**config.mk**
```make
export PLATFORM = sky130hd
export DESIGN_NAME = nibble_reg_port
export DESIGN_NICKNAME = d
export VERILOG_FILES = /design/src/rtl/nrp_pkg.sv /design/src/rtl/nrp_decode.sv /design/src/rtl/nrp_rsp.sv /design/src/rtl/nibble_reg_port.sv
export SDC_FILE = /design/constraint.sdc
export NUM_CORES = 1
export LEC_CHECK = 0
export BUFFER_PORTS_ARGS = -buffer_cell sky130_fd_sc_hd__buf_4
export CAP_MARGIN = 20
export CORE_AREA = 2 2 52 54
export CTS_CLUSTER_SIZE = 10
export DETAILED_ROUTE_END_ITERATION = 8
export DIE_AREA = 0 0 54 56
export GPL_TIMING_DRIVEN = 0
export PLACE_DENSITY = 0.8
export SLEW_MARGIN = 25
export SYNTH_ARGS = -nofsm -noshare
export SYNTH_HDL_FRONTEND = slang
export SYNTH_SLANG_ARGS = --single-unit
```
**constraint.sdc**
```tcl
create_clock -name clk -period 2 [get_ports clk]
set_clock_uncertainty 0.05 [all_clocks]
set_input_delay 0.1 -clock clk [delete_from_list [all_inputs] [get_ports clk]]
set_output_delay 0.1 -clock clk [all_outputs]
set_load 0.02 [all_outputs]
```
**src/rtl/nrp_pkg.sv**
```systemverilog
package nrp_pkg;

    localparam int OP_W = 4;

    typedef enum logic [OP_W-1:0] {
        OP_ADDR_LO  = 4'h0,
        OP_ADDR_HI  = 4'h1,
        OP_DATA_LO  = 4'h2,
        OP_DATA_HI  = 4'h3,
        OP_READ     = 4'h4,
        OP_READ_INC = 4'h5
    } nrp_op_e;

    typedef struct packed {
        logic addr_lo;
        logic addr_hi;
        logic data_lo;
        logic data_hi;
        logic rd;
        logic rd_inc;
    } nrp_cmd_s;

endpackage

```
**src/rtl/nrp_decode.sv**
```systemverilog
module nrp_decode
    import nrp_pkg::*;
#(
    parameter int NIB_W = 4
) (
    input  logic                  clk,
    input  logic                  rst_n,
    input  logic                  cmd_valid,
    input  logic [OP_W+NIB_W-1:0] cmd_byte,
    output nrp_cmd_s              cmd,
    output logic [NIB_W-1:0]      payload
);

    localparam int BYTE_W = OP_W + NIB_W;

    logic [OP_W-1:0] opcode;

    always_comb begin
        opcode  = cmd_byte[BYTE_W-1:NIB_W];
        payload = cmd_byte[NIB_W-1:0];
        cmd     = '0;
        if (cmd_valid) begin
            case (opcode)
                OP_ADDR_LO:  cmd.addr_lo = 1'b1;
                OP_ADDR_HI:  cmd.addr_hi = 1'b1;
                OP_DATA_LO:  cmd.data_lo = 1'b1;
                OP_DATA_HI:  cmd.data_hi = 1'b1;
                OP_READ:     cmd.rd      = 1'b1;
                OP_READ_INC: cmd.rd_inc  = 1'b1;
                default:     ;
            endcase
        end
    end

    assert_one_strobe_R1: assert property (@(posedge clk) disable iff (!rst_n)
        $onehot0(cmd));

    assert_idle_no_strobe_R9: assert property (@(posedge clk) disable iff (!rst_n)
        !cmd_valid |-> (cmd == '0));

endmodule

```
**src/rtl/nrp_rsp.sv**
```systemverilog
module nrp_rsp #(
    parameter int DATA_W = 8
) (
    input  logic              clk,
    input  logic              rst_n,
    input  logic              fire,
    input  logic [DATA_W-1:0] rd_data,
    output logic              rsp_valid,
    output logic [DATA_W-1:0] rsp_byte
);

    typedef struct packed {
        logic              valid;
        logic [DATA_W-1:0] data;
    } rsp_s;

    rsp_s rsp_d, rsp_q;

    always_comb begin
        rsp_d       = rsp_q;
        rsp_d.valid = fire;
        if (fire) begin
            rsp_d.data = rd_data;
        end
    end

    always_ff @(posedge clk) begin
        if (!rst_n) begin
            rsp_q <= '0;
        end else begin
            rsp_q <= rsp_d;
        end
    end

    assign rsp_valid = rsp_q.valid;
    assign rsp_byte  = rsp_q.data;

    assert_read_returns_R6: assert property (@(posedge clk) disable iff (!rst_n)
        fire |=> (rsp_valid && rsp_byte == $past(rd_data)));

    assert_single_pulse_R6: assert property (@(posedge clk) disable iff (!rst_n)
        !fire |=> !rsp_valid);

endmodule

```
**src/rtl/nibble_reg_port.sv**
```systemverilog
module nibble_reg_port
    import nrp_pkg::*;
#(
    parameter int NIB_W = 4
) (
    input  logic                  clk,
    input  logic                  rst_n,
    input  logic                  cmd_valid,
    input  logic [OP_W+NIB_W-1:0] cmd_byte,
    output logic                  rsp_valid,
    output logic [2*NIB_W-1:0]    rsp_byte,
    output logic [2*NIB_W-1:0]    reg_addr,
    output logic                  reg_wr_en,
    output logic [2*NIB_W-1:0]    reg_wr_data,
    input  logic [2*NIB_W-1:0]    reg_rd_data
);

    localparam int ADDR_W = 2 * NIB_W;
    localparam int DATA_W = 2 * NIB_W;

    typedef struct packed {
        logic [ADDR_W-1:0] addr;
        logic [NIB_W-1:0]  stage;
        logic              stage_v;
    } port_state_s;

    nrp_cmd_s          cmd;
    logic [NIB_W-1:0]  payload;
    port_state_s       st_d, st_q;

    nrp_decode #(.NIB_W(NIB_W)) u_decode (
        .clk       (clk),
        .rst_n     (rst_n),
        .cmd_valid (cmd_valid),
        .cmd_byte  (cmd_byte),
        .cmd       (cmd),
        .payload   (payload)
    );

    always_comb begin
        st_d = st_q;
        if (cmd.addr_lo) begin
            st_d.addr[NIB_W-1:0] = payload;
            st_d.stage_v         = 1'b0;
        end
        if (cmd.addr_hi) begin
            st_d.addr[ADDR_W-1:NIB_W] = payload;
        end
        if (cmd.data_lo) begin
            st_d.stage   = payload;
            st_d.stage_v = 1'b1;
        end
        if (cmd.data_hi) begin
            st_d.stage_v = 1'b0;
        end
        if (cmd.rd_inc) begin
            st_d.addr = st_q.addr + ADDR_W'(1);
        end
    end

    always_ff @(posedge clk) begin
        if (!rst_n) begin
            st_q <= '0;
        end else begin
            st_q <= st_d;
        end
    end

    assign reg_addr    = st_q.addr;
    assign reg_wr_en   = cmd.data_hi & st_q.stage_v;
    assign reg_wr_data = {payload, st_q.stage};

    nrp_rsp #(.DATA_W(DATA_W)) u_rsp (
        .clk       (clk),
        .rst_n     (rst_n),
        .fire      (cmd.rd | cmd.rd_inc),
        .rd_data   (reg_rd_data),
        .rsp_valid (rsp_valid),
        .rsp_byte  (rsp_byte)
    );

    assert_addr_low_half_R2: assert property (@(posedge clk) disable iff (!rst_n)
        cmd.addr_lo |=> (reg_addr[NIB_W-1:0] == $past(payload)
                         && reg_addr[ADDR_W-1:NIB_W] == $past(reg_addr[ADDR_W-1:NIB_W])));

    assert_addr_high_half_R2: assert property (@(posedge clk) disable iff (!rst_n)
        cmd.addr_hi |=> (reg_addr[ADDR_W-1:NIB_W] == $past(payload)));

    assert_write_only_on_high_R3: assert property (@(posedge clk) disable iff (!rst_n)
        reg_wr_en |-> (cmd_valid && cmd_byte[OP_W+NIB_W-1:NIB_W] == OP_DATA_HI));

    assert_write_keeps_addr_R4: assert property (@(posedge clk) disable iff (!rst_n)
        reg_wr_en |=> $stable(reg_addr));

    assert_addr_lo_drops_stage_R5: assert property (@(posedge clk) disable iff (!rst_n)
        cmd.addr_lo ##1 cmd.data_hi |-> !reg_wr_en);

    assert_write_consumes_stage_R5: assert property (@(posedge clk) disable iff (!rst_n)
        reg_wr_en ##1 cmd.data_hi |-> !reg_wr_en);

    assert_plain_read_holds_R6: assert property (@(posedge clk) disable iff (!rst_n)
        cmd.rd |=> $stable(reg_addr));

    assert_post_inc_R7: assert property (@(posedge clk) disable iff (!rst_n)
        cmd.rd_inc |=> (reg_addr == ADDR_W'($past(reg_addr) + ADDR_W'(1))));

    assert_ignored_R9: assert property (@(posedge clk) disable iff (!rst_n)
        (cmd == '0) |=> ($stable(reg_addr) && !rsp_valid));

endmodule

```
==> flow_metrics.py, run 1 <==
metrics = {
    "outcome": {
        "status": "completed",
    },
    "final_layout": {
        "area_delta_synth_final_pct": 41.54,
        "final_cell_area_mm2": 0.001705,
        "regArea_um2": 440.4,
        "n_antenna_cell": 0,
        "nets": 215,
        "num-fill-cells": 193,
        "drive_gt1_frac": 0.3814,
        "multi_input_area_um2": 608.1,
    },
    "min_path": {
        "min_path_type": "input pin to flop",
        "min_to": "reg_wr_data[3]",
        "hold_start": "cmd_byte[3]",
        "hold_depth": 3,
    },
    "routing": {
        "num_vias": 1152,
        "drc": 0,
        "wirelength_um": 2903,
        "drt_iter0_markers": 25,
        "wl_per_cell_um": 12.96,
        "dr.pass1.iters": 4,
        "via_per_inst": 5.143,
        "postRouteAntennaNets": 0,
    },
    "global_route": {
        "grt_antenna_before_repair": 0,
        "grtUsageMet1": 0.2683,
        "use_met2": 0.3693,
        "grt_use_total": 0.2220,
        "grt_overflow": 0,
        "use_met3": 0.05645,
        "globalRoute.busiestLayer": "met2",
        "grt_max_degree": 14,
        "grt_pass1_vias": 1134,
        "grt_pass1_wl_um": 5043,
    },
    "clock_tree": {
        "cts_sinks": 22,
        "numCtsBuffers": 3,
        "h-tree-depth": 1,
        "cts_tree": "yes",
        "postCtsSetupRepairBufs": 0,
        "clock_latency_ns": 0.32,
        "clk_pin_slew_worst_paths_ns": 0.13,
        "clk_path_buf_depth": 2,
        "cts-root-buf": "clkbuf_4",
    },
    "synthesis": {
        "synth_seq_area_share": 0.3655,
        "synth_top_family_by_area": "simple AND/OR/NAND/NOR gates",
        "postSynthCellCount": 138,
        "synth-adder-area-share": 0.01038,
        "synth_edf_count": 0,
        "syn_nets": 158,
        "synth_compound_area_frac": 0.2035,
        "async_reset_ff_frac": 0,
        "yosys.area.top_type": "dfxtp_1",
        "synth-simple-area-share": 0.2409,
        "netlist_top_cells_count": "nand2_1, dfxtp_1, buf_4",
        "yosys.cell_count.top_type": "nand2_1",
        "synth_mux_area_frac": 0.04984,
        "synth-seq-cells": 22,
        "synth_area_per_cell_um2": 8.731,
        "synth_cell_type_count": 40,
        "yosys_most_used_dff": "dfxtp_1",
        "synth_top_area_frac": 0.3655,
        "syn_area_mm2": 0.001205,
        "synth.yosys.warnings": 0,
        "synthTopCellsByArea": "dfxtp_1, buf_4, nand2_1",
        "synth_xor_area_frac": 0,
    },
    "sta": {
        "max_slew_margin": 0.6220,
        "tightestPinTransition_ns": 0.5646,
        "slew_viol_final": 0,
        "grt_setup_unrepaired": "no",
        "fmax_mhz": 686.1,
        "fin_setup_tns_ns": 0,
        "timing.final.hold_violations": 0,
        "period_minus_slack_ns": 1.458,
        "finalCritPeriodShare": 0.7288,
        "setup_viol": 0,
    },
    "pwr": {
        "peakVddDrop_uv": 548.4,
        "power_density_mw_per_mm2": 557.9,
        "power_leakage_nw": 0.7517,
    },
    "setup_path": {
        "r2r_slack_ns": 0.54,
        "endpoint_kind": "flop",
        "r2r-start": "reg_addr[2]",
        "critPathKind": "flop to flop",
        "worst-endpoint-arrival_ns": 1.62,
        "worstPathRequired_ns": 2.16,
        "worstRegToRegCells": 4,
        "r2r-end": "reg_addr[7]",
        "cp_max_fo": 6,
        "critPathLaunchType": "flop",
    },
    "placement": {
        "portBuffers": 44,
        "dpl_cell_area_mm2": 0.001573,
        "place_hpwl_um": 2111,
        "gp_congestion": 0.8463,
    },
    "floorplan": {
        "core-area_mm2": 0.002432,
        "die_w_um": 54,
        "pin_count": 45,
        "die_area_mm2": 0.003024,
        "die_height_um": 56,
        "num_rows": 18,
        "start_util": 0.4954,
    },
    "run": {
        "cap_violations": 0,
    },
}
-- cell usage in the layout (no fill, tap or decap), types with 2 or more instances in the layout --
cell type,count
buf_4,60
nand2_1,27
dfxtp_1,22
a21boi_1,9
a21oi_1,8
dlygate4sd3_1,8
mux2i_1,6
nor2b_1,5
o21ai_0,4
and2_1,3
clkbuf_4,3
buf_2,2
clkbuf_1,2
inv_1,2
nand3b_1,2
nand3_1,2
o21ai_1,2
and4b_1,2
-- state kept, by name, summed over array words and instances, names as in the netlist --
name             flops
u_rsp.rsp_valid      1
reg_wr_data          4
st_q                 1
reg_addr             8
u_rsp.rsp_byte       8
-- per-stage QoR --
stage | hold WS [ns] | power [mW] | worst slack (ns) | utilization | instances
2_1_floorplan | 0.1849 | 0.5326 | 0.7195 | - | 138
3_3_place_gp | 0.2972 | 0.5955 | 0.5867 | 0.6466 | 212
3_5_place_dp | 0.3049 | 0.5990 | 0.5152 | 0.6466 | 212
4_1_cts | 0.01494 | 0.9535 | 0.5444 | 0.7011 | 224
5_1_grt | 0.01037 | 0.9951 | 0.3620 | 0.7011 | 224
6_report | 0.009762 | 0.9514 | 0.5424 | 0.7011 | 224
-- repair_timing --
item / in CTS / in global routing
endpoints found under the hold margin: 8 / 0
hold buffers: 8 / 0
gates resized for setup: 0 / 0
-- layout make-up --
cell class                      count  share of cell area
Inverter                            2            0.004402
Clock inverter                      1             0.01761
Multi-Input combinational cell     93              0.3566
Timing Repair Buffer               52              0.2406
Sequential cell                    22              0.2583
Tap cell                           30             0.02201
Buffer                             21             0.08731
Clock buffer                        3             0.01321
-- per-layer routing --
metal,vias to the layer above,part of all wire
li1,584,-
met1,513,0.42
met2,50,0.50
met3,5,0.073
met4,0,0.011
met5,-,0
-- power by group --
part / internal, mW / switching, mW
sequential: 0.446 / 0.00617
clock: 0.203 / 0.147
combinational: 0.0799 / 0.0690
-- worst max-delay path: stages, from the launching register on --
cell and delay [ns]:
dfxtp_1 0.44, nand3_1 0.25, nor3_1 0.29, mux2i_1 0.24, a21oi_1 0.09
-- how the worst max path moves through the flow --
stage / start / end / cells after the start
finish: reg_addr[2] / reg_addr[7] / 4
global route: reg_addr[2] / reg_addr[7] / 4
CTS: reg_addr[2] / reg_addr[7] / 4
detailed placement: cmd_byte[5] / u_rsp.rsp_byte[2] / 5
global placement: cmd_byte[5] / u_rsp.rsp_byte[7] / 5
floorplan: reg_addr[0] / reg_addr[6] / 5
-- logic make-up after synthesis --
group           count (synthesis)
compound gates                 34
flops                          22
mux                             6
simple gates                   52
buf+inv                        23
fa+ha+maj                       1
Power figures use the tool's default switching activity.
==> run 2, diff against run 1 <==
--- a/config.mk
+++ b/config.mk
@@ -7,12 +7,12 @@
 export LEC_CHECK = 0
 export BUFFER_PORTS_ARGS = -buffer_cell sky130_fd_sc_hd__buf_4
 export CAP_MARGIN = 20
-export CORE_AREA = 2 2 52 54
+export CORE_AREA = 2 2 56 58
 export CTS_CLUSTER_SIZE = 10
 export DETAILED_ROUTE_END_ITERATION = 8
-export DIE_AREA = 0 0 54 56
+export DIE_AREA = 0 0 58 60
 export GPL_TIMING_DRIVEN = 0
-export PLACE_DENSITY = 0.8
+export PLACE_DENSITY = 0.73
 export SLEW_MARGIN = 25
 export SYNTH_ARGS = -nofsm -noshare
 export SYNTH_HDL_FRONTEND = slang
==> constraint.sdc (replaced) <==
create_clock -name clk -period 1.3 [get_ports clk]
set_clock_uncertainty 0.05 [all_clocks]
set_input_delay 0.065 -clock clk [delete_from_list [all_inputs] [get_ports clk]]
set_output_delay 0.065 -clock clk [all_outputs]
set_load 0.02 [all_outputs]
==> flow_metrics.py, run 2 (same netlist as run 1, synthesis figures left out) <==
metrics = {
    "clock_tree": {
        "clk_path_buf_depth": 2,
        "clock_latency_ns": 0.31,
        "clk_pin_slew_worst_paths_ns": 0.12,
        "cts_sinks": 22,
        "h-tree-depth": 1,
        "cts_tree": "yes",
        "cts-root-buf": "clkbuf_4",
        "numCtsBuffers": 3,
    },
    "setup_path": {
        "worst-endpoint-arrival_ns": 1.42,
        "worstRegToRegCells": 4,
        "worstPathRequired_ns": 1.45,
        "critPathLaunchType": "flop",
        "slowest_delay_ns": 0.41,
        "worstPathBufferInverterCount": 0,
        "endpoint_kind": "flop",
        "slowest_stage": "dfxtp_2",
        "cp-startpoint": "reg_addr[2]",
        "crit_family": "simple AND/OR/NAND/NOR gates",
        "r2r-start": "reg_addr[2]",
        "cp_max_fo": 6,
        "path_cells": "nand3_2 > nor3_2 > mux2i_1 > a21oi_1",
        "critPathKind": "flop to flop",
        "r2r-end": "reg_addr[7]",
        "r2r_slack_ns": 0.04,
    },
    "floorplan": {
        "start_util": 0.4151,
        "pin_count": 45,
        "die_area_mm2": 0.003480,
        "num_rows": 20,
        "die_w_um": 58,
        "die_height_um": 60,
        "core-area_mm2": 0.002903,
    },
    "pwr": {
        "power_leakage_nw": 0.7694,
        "power_density_mw_per_mm2": 740.0,
        "fin_total_pwr_mw": 1.319,
        "peakVddDrop_uv": 542.4,
    },
    "routing": {
        "drc": 0,
        "met1Wirelength_um": 1340,
        "postRouteAntennaNets": 0,
        "topRoutingLayerUsed": "met4",
        "met3_length_um": 163,
        "dr.pass1.iters": 6,
        "wl_per_cell_um": 13.22,
        "route.met2.wl_um": 1510,
        "num_vias": 1214,
        "via_per_inst": 5.255,
        "wirelength_um": 3053,
        "drt_iter0_markers": 37,
    },
    "placement": {
        "place_hpwl_um": 2136,
        "portBuffers": 44,
        "gp_congestion": 0.8125,
        "dp.cells": 215,
    },
    "global_route": {
        "grt_pass1_wl_um": 4823,
        "grt_pass1_vias": 1168,
        "grt_antenna_before_repair": 0,
        "grt_use_total": 0.1773,
        "grt_max_degree": 13,
        "grt_overflow": 0,
    },
    "sta": {
        "tightestPinTransition_ns": 0.5718,
        "timing.final.hold_violations": 0,
        "hold_slack_ns": 0.003290,
        "period_minus_slack_ns": 1.262,
        "fmax_mhz": 792.6,
        "finalCritPeriodShare": 0.9705,
        "setup_viol": 0,
        "max_slew_margin": 0.6171,
        "slew_viol_final": 0,
    },
    "final_layout": {
        "n_antenna_cell": 0,
        "layout_common_cells": "buf_4, nand2_1, dfxtp_1",
        "nets": 219,
        "final_core_util": 0.6142,
        "finalNonFillerCells": 231,
        "area_delta_synth_final_pct": 47.98,
        "regArea_um2": 450.4,
        "multi_input_area_um2": 650.6,
        "layout_commonest_cell": "buf_4",
        "drive_gt1_frac": 0.4343,
        "num-fill-cells": 266,
    },
    "min_path": {
        "hold_start": "cmd_byte[1]",
        "hold_depth": 3,
        "min_path_type": "input pin to flop",
        "min_to": "reg_wr_data[1]",
    },
    "outcome": {
        "status": "completed",
    },
    "run": {
        "cap_violations": 0,
    },
}
run 2: cell count changes in the layout (fill, tap and decap cells not counted), moves of 2 or more:
cell and change:
dfxtp_4 +2, dfxtp_1 -4, dfxtp_2 +2, dlygate4sd3_1 +3
run 2: layout make-up:
class | count | share of cell area
Sequential cell | 22 | 0.2526
Clock buffer | 4 | 0.02035
Tap cell | 33 | 0.02316
Buffer | 21 | 0.08351
Timing Repair Buffer | 56 | 0.2512
Inverter | 2 | 0.004211
Multi-Input combinational cell | 93 | 0.3649
run 2: power breakdown:
| part | internal (mW) | switching [mW] | leakage, nW | total [mW] |
|---|---|---|---|---|
| logic | 0.131 | 0.111 | 0.568 | 0.242 |
| clock network | 0.171 | 0.211 | 0.0210 | 0.382 |
| registers | 0.684 | 0.0115 | 0.180 | 0.696 |
| total | 0.986 | 0.333 | 0.769 | 1.32 |
run 2: worst reg2reg max path, delay by kind of cell, from the launching register on:
kind | cells | cell delay (ns)
AND/OR/NAND/NOR | 2 | 0.43
multiplexers | 1 | 0.20
AO/OA/AOI/OAI | 1 | 0.07
flip-flops | 1 | 0.41
run 2: routing by layer:
layer,vias up,track usage
met5,-,0
met4,0,0.07309
met3,6,0.03247
met2,42,0.3117
met1,578,0.2124
li1,588,-
run 2: timing repair:
action	in CTS	in global routing
pin swaps	1	3
setup endpoints to repair	3	5
resized for setup	3	12
hold buffers	11	0
endpoints found under the hold margin	12	0
buffers inserted	0	1
run 2: how the worst max path moves through the flow:
stage | to | slack (ns) | depth (start not counted)
global placement | reg_addr[6] | -0.07 | 5
global route | reg_addr[5] | -0.01 | 4
CTS | reg_addr[7] | -0.06 | 4
floorplan | reg_addr[6] | 0.02 | 5
detailed placement | u_rsp.rsp_byte[1] | -0.16 | 5
finish | reg_addr[7] | 0.04 | 4
run 2: per-stage QoR:
step	area, um2	setup TNS [ns]	worst slack (ns)
after global placement	1577	-0.6245	-0.07188
after detailed placement	1577	-1.396	-0.1570
after floorplan	1205	0	0.01951
after global routing	1783	-0.01925	-0.01207
after CTS	1728	-0.1074	-0.05668
final	1783	0	0.03838
==> run 3, diff against run 2 <==
--- a/config.mk
+++ b/config.mk
@@ -5,14 +5,14 @@
 export SDC_FILE = /design/constraint.sdc
 export NUM_CORES = 1
 export LEC_CHECK = 0
-export BUFFER_PORTS_ARGS = -buffer_cell sky130_fd_sc_hd__buf_4
 export CAP_MARGIN = 20
-export CORE_AREA = 2 2 56 58
+export CORE_AREA = 2 2 50 52
 export CTS_CLUSTER_SIZE = 10
 export DETAILED_ROUTE_END_ITERATION = 8
-export DIE_AREA = 0 0 58 60
+export DIE_AREA = 0 0 52 54
+export DONT_BUFFER_PORTS = 1
 export GPL_TIMING_DRIVEN = 0
-export PLACE_DENSITY = 0.73
+export PLACE_DENSITY = 0.71
 export SLEW_MARGIN = 25
 export SYNTH_ARGS = -nofsm -noshare
 export SYNTH_HDL_FRONTEND = slang
==> constraint.sdc (replaced) <==
create_clock -name clk -period 1.3 [get_ports clk]
set_clock_uncertainty 0.05 [all_clocks]
set_input_delay 0.065 -clock clk [delete_from_list [all_inputs] [get_ports clk]]
set_output_delay 0.065 -clock clk [all_outputs]
set_load 0.01 [all_outputs]
==> flow_metrics.py, run 3 (same netlist as run 1, synthesis figures left out) <==
metrics = {
    "placement": {
        "dp.cells": 168,
        "gp_congestion": 0.8421,
        "place_hpwl_um": 1875,
        "post-place-ws_ns": -0.09502,
        "portBuffers": 0,
    },
    "sta": {
        "finalCritPeriodShare": 0.9415,
        "setup_viol": 0,
        "timing.final.hold_violations": 0,
        "fmax_mhz": 817.0,
        "grt_setup_unrepaired": "no",
        "timing.final.ws_setup_ns": 0.07605,
        "fin_setup_tns_ns": 0,
        "max_slew_margin": 0.6326,
        "slew_viol_final": 0,
        "period_minus_slack_ns": 1.224,
        "tightestPinTransition_ns": 0.5488,
    },
    "routing": {
        "via_per_inst": 5.391,
        "wl_per_cell_um": 14.42,
        "dr.pass1.iters": 4,
        "num_vias": 1035,
        "drc": 0,
        "wirelength_um": 2768,
        "met3_length_um": 165,
        "postRouteAntennaNets": 0,
        "drt_iter0_markers": 26,
        "topRoutingLayerUsed": "met4",
        "met1Wirelength_um": 1163,
        "route.met2.wl_um": 1418,
    },
    "global_route": {
        "grt_antenna_before_repair": 0,
        "grt_max_degree": 14,
        "grt_use_total": 0.2171,
        "grt_pass1_wl_um": 4478,
        "grt_overflow": 0,
        "grt_pass1_vias": 997,
    },
    "pwr": {
        "peakVddDrop_uv": 846.5,
        "power_leakage_nw": 0.5822,
        "power_density_mw_per_mm2": 904.6,
        "fin_total_pwr_mw": 1.381,
    },
    "setup_path": {
        "cp_max_fo": 4,
        "critPathKind": "flop to flop",
        "critPathLaunchType": "flop",
        "worstPathRequired_ns": 1.50,
        "r2r-start": "reg_addr[1]",
        "path_cells": "ha_4 > and4_4 > and4b_1 > a21oi_1 > o21ai_1",
        "r2r_slack_ns": 0.08,
        "slowest_stage": "dfxtp_4",
        "endpoint_kind": "flop",
        "slowest_delay_ns": 0.40,
        "r2r-end": "reg_addr[6]",
        "worst-endpoint-arrival_ns": 1.42,
        "worstRegToRegCells": 5,
    },
    "clock_tree": {
        "numCtsBuffers": 3,
        "h-tree-depth": 1,
        "cts_tree": "yes",
        "clock_latency_ns": 0.31,
        "cts_sinks": 22,
        "cts-root-buf": "clkbuf_4",
        "clk_pin_slew_worst_paths_ns": 0.13,
        "clk_path_buf_depth": 2,
    },
    "floorplan": {
        "die_w_um": 52,
        "die_height_um": 54,
        "pin_count": 45,
        "die_area_mm2": 0.002808,
        "num_rows": 18,
        "core-area_mm2": 0.002320,
        "start_util": 0.5194,
    },
    "final_layout": {
        "num-fill-cells": 186,
        "area_delta_synth_final_pct": 26.69,
        "finalNonFillerCells": 192,
        "nets": 183,
        "layout_common_cells": "nand2_1, buf_4, dfxtp_1",
        "n_antenna_cell": 0,
        "layout_commonest_cell": "nand2_1",
        "drive_gt1_frac": 0.2654,
    },
    "min_path": {
        "hold_depth": 3,
        "min_path_type": "input pin to flop",
        "min_to": "reg_addr[3]",
        "hold_start": "cmd_byte[6]",
    },
    "outcome": {
        "status": "completed",
    },
    "run": {
        "cap_violations": 0,
    },
}
run 3: layout make-up:
type	instances	area, um2	area share
Tap cell	30	37.54	0.02459
Clock buffer	3	22.52	0.01475
Multi-Input combinational cell	93	636.9	0.4172
Clock inverter	1	30.03	0.01967
Sequential cell	22	452.9	0.2967
Timing Repair Buffer	20	190.2	0.1246
Inverter	2	7.507	0.004918
Buffer	21	148.9	0.09754
run 3: worst max-delay path, delay by kind of cell, from the launching register on:
kind / cells / cell delay (ns)
adders and majority gates: 1 / 0.14
DFF: 1 / 0.40
AOI/OAI and AO/OA: 2 / 0.17
and+or+nand+nor: 2 / 0.41
run 3: worst max-delay path by stage:
stage,from,slack (ns),cells past startpoint,endpoint
floorplan,reg_addr[0],0.02,5,reg_addr[6]
global placement,reg_addr[0],-0.08,5,reg_addr[6]
detailed placement,reg_addr[0],-0.1,5,reg_addr[6]
CTS,reg_addr[0],-0.01,5,reg_addr[6]
global route,reg_addr[1],0.0003,5,reg_addr[6]
finish,reg_addr[1],0.08,5,reg_addr[6]
run 3: timing repair:
item | in CTS | in global routing
setup endpoints to repair | 4 | 4
hold buffers | 16 | 0
gates resized for setup | 6 | 9
buffers inserted | 3 | 1
pin swaps | 0 | 5
hold endpoints to repair | 20 | 0
gates cloned | 0 | 0
run 3: report_power, final:
part	leakage [nW]	internal [mW]	switching [mW]
combinational	0.374	0.0861	0.0709
sequential	0.181	0.682	0.0142
clock	0.0279	0.311	0.216
total	0.582	1.08	0.301
run 3: routing by layer:
| metal | track usage | vias up |
|---|---|---|
| met1 | 0.2615 | 483 |
| met5 | 0 | - |
| met3 | 0.04167 | 2 |
| li1 | - | 518 |
| met2 | 0.3903 | 32 |
| met4 | 0.06579 | 0 |
run 3: through the flow:
step | cell area (um2) | util | hold WS [ns]
6_report | 1526 | 0.6580 | 0.008223
3_3_place_gp | 1242 | 0.5356 | 0.1521
5_1_grt | 1526 | 0.6580 | 0.01890
2_1_floorplan | 1205 | - | 0.1498
3_5_place_dp | 1242 | 0.5356 | 0.1577
4_1_cts | 1503 | 0.6478 | 0.005448
